### src/rtl/rsm_pkg.sv
package rsm_pkg;
    localparam int WORD_W = 32;

    typedef enum logic [2:0] {
        SZ_BYTE = 3'd0,
        SZ_HALF = 3'd1,
        SZ_WORD = 3'd2,
        SZ_DUAL = 3'd3,
        SZ_QUAD = 3'd4
    } size_code_e;
endpackage

### src/rtl/rsm_size_dec.sv
module rsm_size_dec #(
    parameter int MAXW = 4,
    localparam int LW = $clog2(MAXW + 1)
) (
    input  logic [2:0]  size,
    output logic [LW-1:0] nwords,
    output logic [31:0] mask
);
    import rsm_pkg::*;

    int raw;

    always_comb begin
        mask = 32'hFFFF_FFFF;
        case (size_code_e'(size))
            SZ_BYTE: begin raw = 1; mask = 32'h0000_00FF; end
            SZ_HALF: begin raw = 1; mask = 32'h0000_FFFF; end
            SZ_WORD: raw = 1;
            SZ_DUAL: raw = 2;
            default: raw = 4;
        endcase
        if (raw > MAXW) raw = MAXW;
        nwords = LW'(raw);
    end
endmodule

### src/rtl/rsm_match.sv
module rsm_match #(
    parameter int NSLOT = 4,
    parameter int AW    = 32,
    localparam int IW   = (NSLOT > 1) ? $clog2(NSLOT) : 1,
    localparam int CW   = $clog2(NSLOT + 1)
) (
    input  logic              clk,
    input  logic              rst_n,
    input  logic [AW-1:0]     st_addr,
    input  logic [CW-1:0]     slot_lim,
    input  logic [NSLOT-1:0]  slot_valid,
    input  logic [NSLOT*AW-1:0] slot_addr,
    output logic              hit,
    output logic [IW-1:0]     hit_idx
);
    logic [NSLOT-1:0] cand;

    for (genvar g = 0; g < NSLOT; g++) begin : g_cmp
        assign cand[g] = slot_valid[g]
                       && (slot_addr[g*AW +: AW] == st_addr)
                       && (CW'(g) < slot_lim);
    end

    always_comb begin
        hit     = 1'b0;
        hit_idx = '0;
        for (int i = NSLOT - 1; i >= 0; i--) begin
            if (cand[i]) begin
                hit     = 1'b1;
                hit_idx = IW'(i);
            end
        end
    end

    p_hit_valid_r1: assert property (@(posedge clk) disable iff (!rst_n)
        hit |-> slot_valid[hit_idx]);

    p_hit_in_limit_r7: assert property (@(posedge clk) disable iff (!rst_n)
        hit |-> (32'(hit_idx) < 32'(slot_lim)));
endmodule

### src/rtl/rsm_top.sv
module rsm_top #(
    parameter int NSLOT = 4,
    parameter int AW    = 32,
    parameter int RW    = 6,
    parameter int MAXW  = 4,
    localparam int IW   = (NSLOT > 1) ? $clog2(NSLOT) : 1,
    localparam int CW   = $clog2(NSLOT + 1),
    localparam int LW   = $clog2(MAXW + 1),
    localparam int DW   = MAXW * 32
) (
    input  logic                 clk,
    input  logic                 rst_n,
    input  logic                 st_valid,
    input  logic [AW-1:0]        st_addr,
    input  logic [2:0]           st_size,
    input  logic [DW-1:0]        st_data,
    input  logic [CW-1:0]        slot_lim,
    input  logic [NSLOT-1:0]     slot_valid,
    input  logic [NSLOT-1:0]     slot_fp,
    input  logic [NSLOT*AW-1:0]  slot_addr,
    input  logic [NSLOT*RW-1:0]  slot_dst,
    output logic                 rf_we,
    output logic [RW-1:0]        rf_idx,
    output logic                 rf_fp,
    output logic [31:0]          rf_wdata,
    output logic                 inv_req,
    output logic [AW-1:0]        inv_addr,
    output logic                 done,
    output logic                 busy
);
    typedef struct packed {
        logic [LW-1:0] left;
        logic [DW-1:0] data;
        logic          we;
        logic [RW-1:0] idx;
        logic          fp;
        logic [31:0]   wdata;
        logic          inv;
        logic [AW-1:0] iaddr;
        logic          done;
    } state_t;

    state_t s_d, s_q;

    logic          hit;
    logic [IW-1:0] hit_idx;
    logic [LW-1:0] nwords;
    logic [31:0]   mask;

    rsm_match #(.NSLOT(NSLOT), .AW(AW)) u_match (
        .clk        (clk),
        .rst_n      (rst_n),
        .st_addr    (st_addr),
        .slot_lim   (slot_lim),
        .slot_valid (slot_valid),
        .slot_addr  (slot_addr),
        .hit        (hit),
        .hit_idx    (hit_idx)
    );

    rsm_size_dec #(.MAXW(MAXW)) u_size (
        .size   (st_size),
        .nwords (nwords),
        .mask   (mask)
    );

    always_comb begin
        s_d      = s_q;
        s_d.we   = 1'b0;
        s_d.inv  = 1'b0;
        s_d.done = 1'b0;
        if (s_q.left != '0) begin
            s_d.we    = 1'b1;
            s_d.idx   = s_q.idx + 1'b1;
            s_d.wdata = s_q.data[31:0];
            s_d.data  = s_q.data >> 32;
            s_d.left  = s_q.left - 1'b1;
            s_d.done  = (s_q.left == LW'(1));
        end else if (st_valid) begin
            if (hit) begin
                s_d.we    = 1'b1;
                s_d.idx   = slot_dst[hit_idx*RW +: RW];
                s_d.fp    = slot_fp[hit_idx];
                s_d.wdata = st_data[31:0] & mask;
                s_d.data  = st_data >> 32;
                s_d.left  = nwords - 1'b1;
                s_d.inv   = 1'b1;
                s_d.iaddr = st_addr;
                s_d.done  = (nwords == LW'(1));
            end else begin
                s_d.done = 1'b1;
            end
        end
    end

    always_ff @(posedge clk or negedge rst_n) begin
        if (!rst_n) s_q <= '0;
        else        s_q <= s_d;
    end

    assign rf_we    = s_q.we;
    assign rf_idx   = s_q.idx;
    assign rf_fp    = s_q.fp;
    assign rf_wdata = s_q.wdata;
    assign inv_req  = s_q.inv;
    assign inv_addr = s_q.iaddr;
    assign done     = s_q.done;
    assign busy     = (s_q.left != '0);

    p_inv_with_write_r3: assert property (@(posedge clk) disable iff (!rst_n)
        inv_req |-> rf_we);

    p_index_step_r4: assert property (@(posedge clk) disable iff (!rst_n)
        (rf_we && !done) |=> (rf_we && !inv_req
                              && rf_idx == RW'($past(rf_idx) + 1'b1)
                              && rf_fp == $past(rf_fp)));

    p_nomatch_done_r8: assert property (@(posedge clk) disable iff (!rst_n)
        (st_valid && !busy && !hit) |=> (done && !rf_we && !inv_req));

    p_busy_ignore_r9: assert property (@(posedge clk) disable iff (!rst_n)
        (st_valid && busy) |=> !inv_req);

    p_done_idle_r10: assert property (@(posedge clk) disable iff (!rst_n)
        done |-> !busy);
endmodule

### config.mk
export PLATFORM = sky130hd
export DESIGN_NAME = rsm_top
export DESIGN_NICKNAME = d
export VERILOG_FILES = /design/src/rtl/rsm_pkg.sv /design/src/rtl/rsm_size_dec.sv /design/src/rtl/rsm_match.sv /design/src/rtl/rsm_top.sv
export SDC_FILE = /design/constraint.sdc
export NUM_CORES = 1
export LEC_CHECK = 0
export ABC_AREA = 1
export BUFFER_PORTS_ARGS = -buffer_cell sky130_fd_sc_hd__buf_2
export CAP_MARGIN = 20
export CORE_ASPECT_RATIO = 1.75
export CORE_MARGIN = 8
export CORE_UTILIZATION = 40
export CTS_CLUSTER_DIAMETER = 30
export DETAILED_ROUTE_END_ITERATION = 10
export GPL_TIMING_DRIVEN = 0
export MAX_ROUTING_LAYER = met4
export PLACE_DENSITY = 0.72
export SETUP_SLACK_MARGIN = 0.15
export SYNTH_ARGS = -nofsm -noshare
export SYNTH_HDL_FRONTEND = slang
export SYNTH_HIERARCHICAL = 1
export SYNTH_SLANG_ARGS = --single-unit
### constraint.sdc
create_clock -name clk -period 2.1 [get_ports clk]
set_input_delay 0 -clock clk [delete_from_list [all_inputs] [get_ports clk]]
set_output_delay 0 -clock clk [all_outputs]
set_load 0.05 [all_outputs]
-- Yosys cells after proc, flatten, opt, wreduce, memory -nomap -nowiden
Index checks and enable logic that the tools add are counted.
- mux-type cells: 20
- magnitude comparators: 6
- shift-type cells: 1
- add/sub/neg operators: 3
- $mul: 1
- equal/unequal tests: 9
- reductions and logical operators: 15
- bitwise operators: 2
- operators with widths (cell ; count):
    two-way mux 205 bit ; 1
    two-way mux 204 bit ; 1
    two-way mux 138 bit ; 1
    equality test 32 bit ; 4
    one-hot mux 32 bit (2 select lines) ; 1
    two-way mux 33 bit ; 1
    bitwise AND 32 bit ; 1
    two-way mux 32 bit ; 1
    variable part select 24 x 6 -> 6 bit ; 1
    equality test 3 x 1 -> 1 bit (second input constant) ; 3
    logical AND 1 bit ; 8
    two-way mux 2 bit ; 4
    two-way mux 1 bit ; 7
    adder 6 x 1 -> 6 bit (second input constant) ; 1
    equality test 3 x 2 -> 1 bit (second input constant) ; 2
    < comparator 1 x 3 -> 1 bit (first input constant) ; 2
    < comparator 2 x 3 -> 1 bit (first input constant) ; 2
    one-hot mux 3 bit (2 select lines) ; 1
    subtractor 3 x 1 -> 3 bit (second input constant) ; 2
    multiplier 2 x 2 -> 4 bit (second input constant) ; 1
    nonzero test 2 bit ; 2
    > comparator 3 bit (second input constant) ; 1
    zero test 3 bit ; 1
    < comparator 2 x 3 -> 1 bit (second input constant) ; 1
    other kinds (7) ; 7
- input bits: 329
- logic and storage cells: 66
- bits in registers: 205
- output and inout port bits: 75

-- Depth between registers and ports, before layout
Gate-level depths: netlist of the first run.
- word-level depth: 12
- mapped depth: 20
- gate-level depth less buffers: 18

-- Cells and area by module
Netlist of the first run, hierarchy kept.
- by module, submodules not included (module ; sequential area each (um^2) ; times used ; cells an instance ; area each (um^2)):
    rsm_top ; 4329.2 ; 1 ; 955 ; 7995.2
    rsm_match ; 0.0 ; 1 ; 463 ; 2129.5
    rsm_size_dec ; 0.0 ; 1 ; 39 ; 262.8

-- Worst setup path after synthesis of the first run
OpenSTA, ideal clock, no wires.
- path kind: in2reg
- from: in st_addr[22]
- to: reg s_q (netlist bit rf_fp)
- arrival: 1626 ps
- data required time: 1982 ps
- buffers on the path: 2
- cell stages on the path: 17
- path slack: 357 ps
- library setup time: 118 ps
- cell sequence: buf_2 > inv_2 > nand2_1 > nand2_1 > nor2_1 > nand2_1 > nor2_1 > nand3_1 > nor2_2 > nand2_1 > a21oi_1 > inv_1 > clkbuf_1 > o21ai_0 > nand2_1 > nand2_1 > nand2_1
- cells in the longest elaborated chain, start to end: 9
- elaborated cells on any way between the ends: 23
- classes of those cells: eq/ne (4); mux (10); reduce/logical (9)
- RTL lines (element ; line ; RTL):
    from (decl) ; rsm_top.sv:14 ; input logic [AW-1:0] st_addr,
    equality test 32 bit ; rsm_match.sv:20 ; && (slot_addr[g*AW +: AW] == st_addr)
    logical AND 1 bit ; rsm_match.sv:20 ;
    logical AND 1 bit ; rsm_match.sv:21 ; && (CW'(g) < slot_lim);
    two-way mux 2 bit (3 in a row) ; rsm_match.sv:28 ; if (cand[i]) begin
    two-way mux 2 bit * ; rsm_match.sv:28 ;
    net hit_idx[0] ; rsm_top.sv:46 ; logic [IW-1:0] hit_idx;
    binary-select mux 1 bit (select 2 bit) * ; rsm_top.sv:83 ; s_d.fp = slot_fp[hit_idx];
    two-way mux 1 bit (not written as such) * ; rsm_top.sv:83 ;
    to (signal assigned) ; rsm_top.sv:97 ; if (!rst_n) s_q <= '0;
    to (signal assigned) ; rsm_top.sv:98 ; else s_q <= s_d;
    to (decl) ; rsm_top.sv:43 ; state_t s_d, s_q;
The timed path passes the listed nets; every way through them passes the cells marked *. The select of a mux whose other input is x is not followed.
A chain may end at the register's enable or synchronous reset.

-- Worst setup path in the final report of the first run
- from: in st_addr[19]
- to: reg s_q (netlist bit rf_wdata[5])
- cells in the longest elaborated chain, start to end: 9
- elaborated cells on any way between the ends: 18
- classes of those cells: eq/ne (4); mux (4); reduce/logical (10)
- RTL lines (element ; line ; RTL):
    equality test 32 bit ; rsm_match.sv:20 ;
    logical AND 1 bit ; rsm_match.sv:20 ;
    logical AND 1 bit ; rsm_match.sv:21 ;
    two-way mux 1 bit (3 in a row) ; rsm_match.sv:28 ;
    two-way mux 1 bit * ; rsm_match.sv:28 ;
    net hit ; rsm_top.sv:45 ; logic hit;
    nonzero test 2 bit (no line) * ; - ;
    AND reduction 2 bit (no line) * ; - ;
The timed path passes the listed nets; every way through them passes the cells marked *.

==> results.md, run 1 <==
| Step | Quantity | Reported |
| --- | --- | --- |
| worst setup path | Reg-to-reg critical path endpoint | rf_wdata[5] |
| worst setup path | Sort of element at the end of the critical path | flop |
| finish | # fillers | 2262 |
| global route | Global-route wire length before repair | 71600 um |
| power and ir drop | Overall power | 8.27 mW |
| worst setup path | Arr. time, crit path | 2.24 ns |
| global route | Total overflow reported by the global router | 0 |
| power and ir drop | Leakage power total | 8.57 nW |
| hold path | Hold-critical path endpoint | rf_idx[4] |
| yosys | Number of synthesized flops with an enable pin | 0 |
| yosys | Async SR Flop Fraction | 100% |
| yosys | Number of distinct library cell variants in the gate-level netlist after synthesis | 35 |
| clock network | Root Driver | clkbuf_16 |
| clock network | Total number of clock tree sinks | 173 |
| clock network | Total clock buffers created by CTS | 17 |
| floorplanning | Area of the placeable core | 0.0258 mm^2 |
| floorplanning | Y dimension of the die | 229 um |
| route | Number of DRC violations after detailed routing | 0 |
| sta | Minimum clock period after layout | 1.87 ns |
| sta | Unrepaired setup endpoints after global routing | false |
| placement | Total cell area at the placement stage | 0.0129 mm^2 |
| hold path | Beginning of the worst hold path | slot_dst[4] |
| sta | Tightest Pin Transition | 0.720 ns |
| clock network | Clock-pin slew of the registers on the worst-case setup and hold paths | 0.07 ns |
| worst setup path | CP Max Fanout | 10 |
| yosys | Post-synthesis instance total | 1457 |
| yosys | Average cell area after synthesis | 7.13 um^2 |
| yosys | Number of flip-flops and latches in the synthesized netlist | 173 |
| hold path | Worst min-delay path class | in -> reg |
| worst setup path | Reg2Reg Depth | 9 |
| sta | Hold Vio Cnt, Final | 0 |
| route | DR iter-0 viols | 653 |
| floorplanning | Die Area | 0.0316 mm^2 |
| floorplanning | Floorplan die width | 138 um |
| sta | Max_slew headroom | 52.0% |
| sta | Maximum frequency from static timing analysis | 534 MHz |
| worst setup path | Required time reported for the critical path endpoint | 2.47 ns |
| sta | Clk_skew | 0.0140 ns |
| sta | Finish-stage setup viols | 0 |
| finish | Cell area after layout | 0.0158 mm^2 |
| finish | Final net count | 2416 |
| worst setup path | Sort of element at the start of the critical path | primary input |
| yosys | Sequential fraction of the synthesis area | 41.7% |
| route | Pre-antenna DRT Iters | 5 |
| sta | Final count of pins violating max slew | 0 |
| run | Count of maximum capacitance violations | 0 |
| global route | Number of antenna violations at the first check in global routing | 10 |
| global route | Number of global-route vias before repair | 13000 |
| power and ir drop | Max rail drop VDD | 0.000530 V |
| floorplanning | Row Count | 78 |
| global route | Total global-route track usage | 31.2% |
| clock network | Clock tree from TritonCTS | yes |
| floorplanning | Effective utilization at floorplan | 40.3% |
| clock network | Worst-Skew Late Latency | 0.44 ns |
| clock network | Maximum buffer depth of the clock tree | 2 |
| hold path | Number of cells traversed by the worst hold path | 7 |
| run status | Run status | complete, no violations |
| yosys | Post-Synthesis Cell Area | 0.0104 mm^2 |
| global route | Pin count of the biggest net entering global routing | 121 |
| worst setup path | Critical path class | in -> reg |
| yosys | Most used flip-flop cell after synthesis | dfrtp_1 |
| worst setup path | Reg-to-Reg Start | s_q[202] |
| placement | GPL Wtd Cong | 1.01 |
| floorplanning | Count of pins on the block boundary | 404 |
| route | Antenna-violating nets left | 0 |
| route | Post-DR wirelength/cell | 19.9 um |
| clock network | H-tree depth reported by CTS | 4 |
| yosys | Synth warn | 6 |
| finish | Fraction of layout instances using a drive strength above 1 | 31.2% |
| sta | Final cycle utilization of the critical path | 89.1% |
| route | Wire length reported by the detailed router | 48300 um |
| placement | Port-buffer cells | 403 |
| power and ir drop | Total power divided by cell area | 524 mW/mm^2 |
| placement | Detailed-placement wirelength estimate | 36000 um |
| worst setup path | Setup slack of the worst register-to-register path | 0.34 ns |
| finish | Layout overhead on the synthesized area | 51.8% |
| route | Vias per cell | 4.94 |
| route | Total via count in the routed design | 12000 |
[final cells by class]
cell class / instances / area, um^2 / share of cell area [%]
plain buffers: 152 / 1150 / 7.32
flip-flops and latches: 173 / 4330 / 27.5
repair buffers: 599 / 4050 / 25.7
clock inverters: 11 / 154 / 0.976
clock buffers: 21 / 460 / 2.92
well taps: 320 / 400 / 2.54
diodes: 11 / 27.5 / 0.175
inverters: 140 / 534 / 3.39
multi-input cells: 998 / 4660 / 29.5
[critical path, cell delays in order]
cell and delay [ns]:
buf_2 0.13, or2_1 0.22, a21oi_2 0.35, nand2_1 0.09, nor2_1 0.16, nand3_1 0.09
nor2_1 0.18, nor2_1 0.09, nand2_2 0.08, nand2_2 0.08, nor2_4 0.11, buf_12 0.14
clkbuf_16 0.17, buf_6 0.16, nand3_1 0.09, nand3_1 0.10
[per-layer routing]
| layer | vias up | share of wire, % | global-route usage [%] |
|---|---|---|---|
| met5 | - | 0 | - |
| met4 | 0 | 5.7 | 16.7 |
| met3 | 156 | 6.1 | 5.33 |
| met2 | 610 | 55 | 56.9 |
| met1 | 5526 | 34 | 30.0 |
| li1 | 5699 | - | - |
[cells in the mapped netlist (2+ instances only)]
library cell | number | area, um^2
nand2_1 | 581 | 2180
dfrtp_1 | 173 | 4330
nand3_1 | 136 | 681
inv_1 | 106 | 398
buf_4 | 102 | 766
nor2_1 | 71 | 267
o21ai_0 | 55 | 275
xnor2_1 | 43 | 377
inv_2 | 29 | 109
o211ai_1 | 29 | 218
buf_2 | 27 | 135
clkbuf_1 | 21 | 78.8
o21ai_1 | 14 | 70.1
a22o_1 | 8 | 70.1
xor2_1 | 8 | 70.1
nand4_1 | 7 | 43.8
ha_1 | 6 | 75.1
nor2_2 | 6 | 37.5
clkinv_1 | 5 | 18.8
nor3_1 | 5 | 25.0
a21oi_1 | 4 | 20.0
o22ai_1 | 4 | 25.0
or2_2 | 3 | 18.8
buf_1 | 2 | 7.51
or2_1 | 2 | 12.5
[worst max path at each step]
stage	to	startpoint	slack, ns
final	rf_wdata[5]	st_addr[19]	0.23
after global routing	rf_idx[2]	st_addr[11]	0.15
after CTS	s_q[156]	st_addr[21]	0.16
after detailed placement	rf_wdata[30]	st_addr[19]	-0.80
after global placement	rf_idx[1]	rst_n	-1.77
after floorplan	rf_fp	st_addr[22]	0.36
[registers in the layout, indices dropped and copies added (netlist names)]
name	count
rf_fp	1
rf_idx	6
rf_wdata	32
s_q	99
inv_req	1
rf_we	1
inv_addr	32
done	1
[placed cells by master, fill, tap and decap left out, types with 3 or more instances in the layout]
| cell type | synthesis | routed |
|---|---|---|
| xor2_1 | 8 | 8 |
| buf_2 | 27 | 411 |
| dfrtp_1 | 173 | 173 |
| buf_4 | 102 | 112 |
| clkinvlp_4 | 0 | 3 |
| bufinv_16 | 0 | 3 |
| buf_6 | 1 | 9 |
| nor3_1 | 5 | 3 |
| o22ai_1 | 4 | 4 |
| nand4_1 | 7 | 7 |
| inv_6 | 0 | 4 |
| nand3_2 | 0 | 3 |
| clkinv_1 | 5 | 4 |
| clkinv_2 | 0 | 3 |
| clkbuf_4 | 0 | 10 |
| nor2_2 | 6 | 6 |
| xnor2_1 | 43 | 43 |
| diode_2 | 0 | 11 |
| nor2_4 | 1 | 5 |
| nand2_1 | 581 | 575 |
| a22o_1 | 8 | 8 |
| clkbuf_16 | 0 | 19 |
| o21ai_0 | 55 | 47 |
| buf_12 | 0 | 3 |
| inv_1 | 106 | 101 |
| nand3_1 | 136 | 133 |
| nor2_1 | 71 | 67 |
| dlygate4sd3_1 | 0 | 187 |
| clkbuf_1 | 21 | 8 |
| nand2_2 | 1 | 7 |
| o211ai_1 | 29 | 29 |
| clkbuf_2 | 0 | 5 |
| clkbuf_8 | 0 | 3 |
| buf_8 | 0 | 4 |
| ha_1 | 6 | 6 |
| inv_2 | 29 | 32 |
| o21ai_1 | 14 | 22 |
| conb_1 | 1 | 8 |
[cell families after synthesis]
group,after synthesis,share of synthesized area [%]
XOR/XNOR,51,4.30
AND/OR/NAND/NOR,816,31.8
adder cells (fa/ha/maj),6,0.723
flip-flops,173,41.7
other,1,0.0361
AO/OA/AOI/OAI,117,6.75
buffers and inverters,293,14.7
[power by group]
part / internal [mW] / switching (mW) / total, mW / leakage (nW)
clock network: 1.96 / 1.40 / 3.36 / 0.301
logic: 0.731 / 0.838 / 1.57 / 5.86
registers: 3.34 / 0.00442 / 3.34 / 2.41
total: 6.02 / 2.24 / 8.27 / 8.57
[stage by stage]
stage / hold WS, ns / std cells / utilization, % / worst slack, ns / TNS (ns)
6_report: 0.0172 / 2425 / 61.2 / 0.228 / 0
5_1_grt: 0.0722 / 2424 / 61.2 / 0.153 / 0
3_5_place_dp: -0.0507 / 2188 / 49.9 / -0.805 / -107.33
3_3_place_gp: 0.210 / 2187 / 49.8 / -1.77 / -406.25
4_1_cts: 0.00319 / 2411 / 60.3 / 0.156 / 0
2_1_floorplan: -0.296 / 1464 / - / 0.357 / 0
[timing repair]
action                                  CTS  global route
buffers inserted                          4             2
gates resized for setup                  44            78
endpoints found under the setup margin  162           163
cloned                                    0             2
hold buffers                            187             0
endpoints found under the hold margin   255             0
pin swaps                                 2             6
Note: power is estimated with default switching activity, not from simulation.
==> inputs of run 2 (changes only) <==
- RECOVER_POWER: not set -> 100
==> run 2 against run 1 <==
Compared with the run above: cell area down 0.73%; combinational power about the same; core utilization down 0.45 points; worst hold slack better by 0.0015 ns; cell count about the same; sequential share of layout area up 0.20 points; worst setup slack worse by 0.046 ns; global-route usage unchanged.
==> results.md, run 2 (synthesis results as in run 1) <==
| Step | Quantity | Reported |
| --- | --- | --- |
| run status | Run status | complete, no violations |
| finish | Final net count | 2416 |
| global route | Total global-route track usage | 31.2% |
| sta | Unrepaired setup endpoints after global routing | false |
| floorplanning | Area of the placeable core | 0.0258 mm^2 |
| finish | Multi-input gate area | 0.00465 mm^2 |
| route | Pre-antenna DRT Iters | 7 |
| sta | Clk_skew | 0.0133 ns |
| sta | Final cycle utilization of the critical path | 91.3% |
| worst setup path | CP Max Fanout | 10 |
| route | Antenna-violating nets left | 0 |
| worst setup path | Required time reported for the critical path endpoint | 2.47 ns |
| worst setup path | Arr. time, crit path | 2.29 ns |
| global route | Global-route wire length before repair | 71600 um |
| power and ir drop | Switching portion of total power | 27.1% |
| floorplanning | Die Area | 0.0316 mm^2 |
| clock network | Worst-Skew Late Latency | 0.44 ns |
| clock network | Total number of clock tree sinks | 173 |
| worst setup path | Sort of element at the end of the critical path | flop |
| power and ir drop | Design internal power | 6.02 mW |
| finish | Commonest non-fill, non-tap cell in the layout | nand2_1 |
| finish | Storage element area | 0.00433 mm^2 |
| sta | Minimum clock period after layout | 1.92 ns |
| floorplanning | Floorplan die width | 138 um |
| clock network | Total clock buffers created by CTS | 17 |
| sta | Final count of pins violating max slew | 0 |
| placement | Number of placed instances with taps included | 2188 |
| global route | Pin count of the biggest net entering global routing | 121 |
| finish | Largest reg by FF count | s_q |
| power and ir drop | Switching power | 2.24 mW |
| sta | Setup ws final | 0.182 ns |
| power and ir drop | Max rail drop VDD | 0.000528 V |
| power and ir drop | Portion of total power attributed to combinational logic | 18.9% |
| finish | Util after Layout | 60.7% |
| sta | Tightest Pin Transition | 1.17 ns |
| worst setup path | Sort of element at the start of the critical path | primary input |
| finish | Most frequent cells in the layout | nand2_1 (577), buf_2 (334), dlygate4sd3_1 (187) |
| floorplanning | Row Count | 78 |
| power and ir drop | Total power divided by cell area | 527 mW/mm^2 |
| global route | Number of antenna violations at the first check in global routing | 10 |
| finish | Number of flip-flops under the largest register name | 99 |
| route | Total via count in the routed design | 12000 |
| finish | Number of standard cells in the layout, taps in and fillers out | 2427 |
| worst setup path | Setup slack of the worst register-to-register path | 0.32 ns |
| route | Post-DR wirelength/cell | 19.9 um |
| power and ir drop | Overall power | 8.26 mW |
| power and ir drop | Leakage power total | 8.24 nW |
| floorplanning | Effective utilization at floorplan | 40.3% |
| placement | Setup slack at placement | -0.805 ns |
| route | Wire length reported by the detailed router | 48300 um |
| clock network | Clock-pin slew of the registers on the worst-case setup and hold paths | 0.07 ns |
| hold path | Worst min-delay path class | in -> reg |
| finish | Fraction of layout instances using a drive strength above 1 | 27.5% |
| finish | Layout overhead on the synthesized area | 50.7% |
| worst setup path | Critical path class | in -> reg |
| clock network | Maximum buffer depth of the clock tree | 2 |
| placement | GPL Wtd Cong | 1.01 |
| sta | Max_slew headroom | 22.0% |
| clock network | Clock tree from TritonCTS | yes |
| placement | Detailed-placement wirelength estimate | 36000 um |
| sta | Worst hold margin | 0.0188 ns |
| power and ir drop | Share of total power in sequential cells | 40.5% |
| run | Count of maximum capacitance violations | 0 |
| floorplanning | Count of pins on the block boundary | 404 |
| sta | Hold Vio Cnt, Final | 0 |
| placement | Port-buffer cells | 403 |
| sta | Finish-stage setup viols | 0 |
| finish | # fillers | 2317 |
| clock network | Root Driver | clkbuf_16 |
| route | Vias per cell | 4.93 |
| sta | Maximum frequency from static timing analysis | 521 MHz |
| placement | Total cell area at the placement stage | 0.0129 mm^2 |
| floorplanning | Y dimension of the die | 229 um |
| global route | Total overflow reported by the global router | 0 |
| finish | Cell area after layout | 0.0157 mm^2 |
| route | DR iter-0 viols | 615 |
| power and ir drop | Clock network power share | 40.6% |
| global route | Number of global-route vias before repair | 13000 |
| route | Number of DRC violations after detailed routing | 0 |
| clock network | H-tree depth reported by CTS | 4 |
| sta | Final sum of negative setup slack | 0 ns |
## run 2: cell count changes in the layout (fill, tap and decap cells not counted), moves of 2 or more
cell	delta
buf_2	-77
nand2_1	+2
nand2_2	-2
clkbuf_2	+3
clkbuf_1	+75
diode_2	+2
## run 2: layer usage
| layer | part of all wire, % | global-route usage [%] | up-vias |
|---|---|---|---|
| li1 | - | - | 5698 |
| met1 | 34 | 30.0 | 5543 |
| met2 | 55 | 56.9 | 570 |
| met3 | 5.7 | 5.33 | 152 |
| met4 | 5.5 | 16.7 | 0 |
| met5 | 0 | - | - |
## run 2: final cells by class
cell class                 instances  share of cell area, %
sequential                       173                   27.7
inverter                         140                   3.41
multi-input combinational        998                   29.7
clock buffer                      21                   2.94
buffer                           152                   7.35
timing repair buffer             599                   25.2
tap                              320                   2.56
clock inverter                    11                  0.983
antenna                           13                  0.208
## run 2: critical path, stage by stage
cell and delay, ns:
buf_2 0.13, or2_1 0.22, a21oi_2 0.35, nand2_1 0.09, nor2_1 0.16, nand3_1 0.10
nor2_1 0.18, nor2_1 0.08, nand2_1 0.11, nand2_2 0.09, nor2_4 0.11, buf_12 0.15
clkbuf_16 0.17, buf_6 0.16, nand3_1 0.09, nand3_1 0.10
## run 2: worst paths after layout
path	start	to	cells after the start
min	slot_dst[2]	rf_idx[2]	7
max	st_addr[19]	rf_wdata[5]	16
min reg2reg	inv_addr[13]	inv_addr[13]	2
max in group asynchronous	rst_n	inv_addr[16]	3
min in group asynchronous	rst_n	rf_wdata[7]	2
max reg2reg	s_q[202]	s_q[156]	7
## run 2: power groups by stage
stage          registers [mW]  logic, mW  clock network (mW)
2_1_floorplan            3.41      0.499                   0
3_3_place_gp             3.41       1.21                   0
3_5_place_dp             3.40       1.22                   0
4_1_cts                  3.34       1.52                3.42
5_1_grt                  3.34       1.68                3.54
6_report                 3.34       1.56                3.35
## run 2: repair_timing
action,in CTS,in global routing
setup endpoints to repair,162,163
pin swaps,2,6
hold buffers,187,0
buffers inserted,4,2
gates cloned,0,2
hold endpoints to repair,255,0
gates resized for setup,44,78
==> inputs of run 3 (changes only) <==
- CORE_ASPECT_RATIO: 1.75 -> 0.7
- CTS_BUF_LIST: not set -> sky130_fd_sc_hd__clkbuf_16
- TNS_END_PERCENT: not set -> 1
==> run 3 against run 2 <==
Compared with the run above: critical path depth increased by 2; cell count down 0.12%; largest power group is now registers; critical path type unchanged; flip-flop and latch count unchanged; clock-buffer cell count decreased by 4; largest cell class unchanged; clock skew is essentially flat; first-iteration DRC count rose by 61%; highest routed layer unchanged; non-clock buffer count fell by 8; core utilization decreased by 0.46 points; wire length rose by 1.1%; cell area shrank 1.3%; combinational power is 3% lower.
==> results.md, run 3 (synthesis results as in run 1) <==
| Step | Quantity | Reported |
| --- | --- | --- |
| power and ir drop | Switching portion of total power | 29.4% |
| floorplanning | Floorplan die width | 209 um |
| route | Total via count in the routed design | 12000 |
| route | Number of DRC violations after detailed routing | 0 |
| sta | Final sum of negative setup slack | 0 ns |
| finish | Largest reg by FF count | s_q |
| finish | Cell area after layout | 0.0154 mm^2 |
| worst setup path | Required time reported for the critical path endpoint | 2.40 ns |
| sta | Unrepaired setup endpoints after global routing | true |
| route | DR iter-0 viols | 993 |
| placement | GPL Wtd Cong | 0.960 |
| floorplanning | Row Count | 49 |
| finish | Util after Layout | 60.3% |
| finish | Most frequent cells in the layout | nand2_1 (579), buf_2 (334), dlygate4sd3_1 (182) |
| sta | Final count of pins violating max slew | 0 |
| global route | Total overflow reported by the global router | 0 |
| finish | # fillers | 2342 |
| route | Pre-antenna DRT Iters | 5 |
| sta | Tightest Pin Transition | 1.14 ns |
| sta | Hold Vio Cnt, Final | 0 |
| floorplanning | Y dimension of the die | 151 um |
| worst setup path | Critical path class | in -> reg |
| clock network | Worst-Skew Late Latency | 0.43 ns |
| run | Count of maximum capacitance violations | 0 |
| finish | Commonest non-fill, non-tap cell in the layout | nand2_1 |
| sta | Final cycle utilization of the critical path | 93.1% |
| global route | Total global-route track usage | 31.0% |
| clock network | Clock-pin slew of the registers on the worst-case setup and hold paths | 0.06 ns |
| run status | Run status | complete, no violations |
| clock network | Total clock buffers created by CTS | 17 |
| floorplanning | Effective utilization at floorplan | 40.5% |
| placement | Detailed-placement wirelength estimate | 36800 um |
| power and ir drop | Switching power | 2.34 mW |
| power and ir drop | Leakage power total | 8.15 nW |
| global route | Number of antenna violations at the first check in global routing | 5 |
| route | Wire length reported by the detailed router | 48800 um |
| clock network | Root Driver | clkbuf_16 |
| hold path | Worst min-delay path class | in -> reg |
| clock network | Maximum buffer depth of the clock tree | 2 |
| power and ir drop | Portion of total power attributed to combinational logic | 19.1% |
| sta | Minimum clock period after layout | 1.95 ns |
| route | Antenna-violating nets left | 0 |
| clock network | Total number of clock tree sinks | 173 |
| floorplanning | Count of pins on the block boundary | 404 |
| power and ir drop | Max rail drop VDD | 0.000553 V |
| route | Vias per cell | 4.94 |
| worst setup path | Arr. time, crit path | 2.25 ns |
| power and ir drop | Total power divided by cell area | 515 mW/mm^2 |
| sta | Clk_skew | 0.0135 ns |
| global route | Global-route wire length before repair | 72000 um |
| clock network | Clock tree from TritonCTS | yes |
| worst setup path | CP Max Fanout | 10 |
| placement | Port-buffer cells | 403 |
| power and ir drop | Clock network power share | 38.9% |
| sta | Maximum frequency from static timing analysis | 512 MHz |
| placement | Total cell area at the placement stage | 0.0129 mm^2 |
| finish | Final net count | 2408 |
| route | Post-DR wirelength/cell | 20.1 um |
| global route | Pin count of the biggest net entering global routing | 93 |
| sta | Finish-stage setup viols | 0 |
| finish | Layout overhead on the synthesized area | 48.7% |
| floorplanning | Area of the placeable core | 0.0256 mm^2 |
| floorplanning | Die Area | 0.0315 mm^2 |
| power and ir drop | Design internal power | 5.62 mW |
| worst setup path | Sort of element at the start of the critical path | primary input |
| clock network | H-tree depth reported by CTS | 4 |
| global route | Number of global-route vias before repair | 12200 |
| worst setup path | Sort of element at the end of the critical path | flop |
| sta | Max_slew headroom | 24.2% |
| finish | Fraction of layout instances using a drive strength above 1 | 27.1% |
| power and ir drop | Share of total power in sequential cells | 42.0% |
| finish | Number of flip-flops under the largest register name | 99 |
==> run 3: power groups by stage <==
stage / clock network [mW] / logic, mW / registers [mW]
6_report: 3.09 / 1.52 / 3.34
4_1_cts: 3.15 / 1.47 / 3.34
3_3_place_gp: 0 / 1.19 / 3.41
5_1_grt: 3.26 / 1.63 / 3.34
3_5_place_dp: 0 / 1.19 / 3.40
2_1_floorplan: 0 / 0.499 / 3.41
==> run 3: per-layer routing <==
layer / vias up / share of wire, % / global-route usage [%] / routed length [um]
met5: - / 0 / - / 0
met4: 0 / 2.9 / 9.77 / 1390
met3: 110 / 6.8 / 4.88 / 3340
met2: 547 / 46 / 48.6 / 22300
met1: 5632 / 45 / 41.1 / 21700
li1: 5679 / - / - / -
==> run 3: final timing paths <==
path	startpoint	endpoint	slack, ns	depth (start not counted)
setup / recovery	st_addr[22]	rf_idx[1]	0.15	18
hold / removal	slot_dst[22]	rf_idx[4]	0.03	7
setup reg to reg	s_q[202]	s_q[126]	0.28	6
hold reg to reg	inv_addr[28]	inv_addr[28]	0.48	2
max in group asynchronous	rst_n	rf_idx[5]	0.72	3
min in group asynchronous	rst_n	rf_wdata[12]	0.33	2
==> run 3: stage by stage <==
step	total power, mW	cells	hold slack [ns]	setup WS (ns)
after floorplan	3.91	1464	-0.296	0.357
after global placement	4.59	2198	0.211	-1.79
after detailed placement	4.60	2199	0.0331	-0.769
after CTS	7.96	2413	0.00105	0.133
after global routing	8.24	2421	0.0585	0.0749
final	7.95	2424	0.0259	0.145
==> run 3: final cells by class <==
| type | count | area [um^2] | share of cell area (%) |
|---|---|---|---|
| clock buffers | 17 | 425 | 2.75 |
| diodes | 7 | 17.5 | 0.113 |
| well taps | 331 | 414 | 2.68 |
| multi-input cells | 998 | 4620 | 29.9 |
| plain buffers | 153 | 1120 | 7.23 |
| flip-flops and latches | 173 | 4330 | 28.0 |
| repair buffers | 590 | 3840 | 24.9 |
| clock inverters | 15 | 146 | 0.948 |
| inverters | 140 | 536 | 3.47 |
==> run 3: critical path, stage by stage <==
cell and delay (ns):
buf_2 0.09, buf_2 0.24, inv_2 0.04, nand2_1 0.05
nand2_1 0.07, nor2_1 0.16, nand2_1 0.09, nor2_1 0.13
nand3_1 0.11, nor2_2 0.12, nand2_1 0.11, a21oi_4 0.28
inv_1 0.14, clkbuf_2 0.21, nand2_1 0.10, nand3_1 0.07
nand3_1 0.15, nand3_1 0.09
==> run 3: repair_timing <==
action / in CTS / in global routing
gates resized for setup: 45 / 39
buffers inserted: 0 / 3
hold endpoints to repair: 249 / 0
cloned: 0 / 1
endpoints found under the setup margin: 162 / 161
pin swaps: 1 / 5
hold buffers: 182 / 0
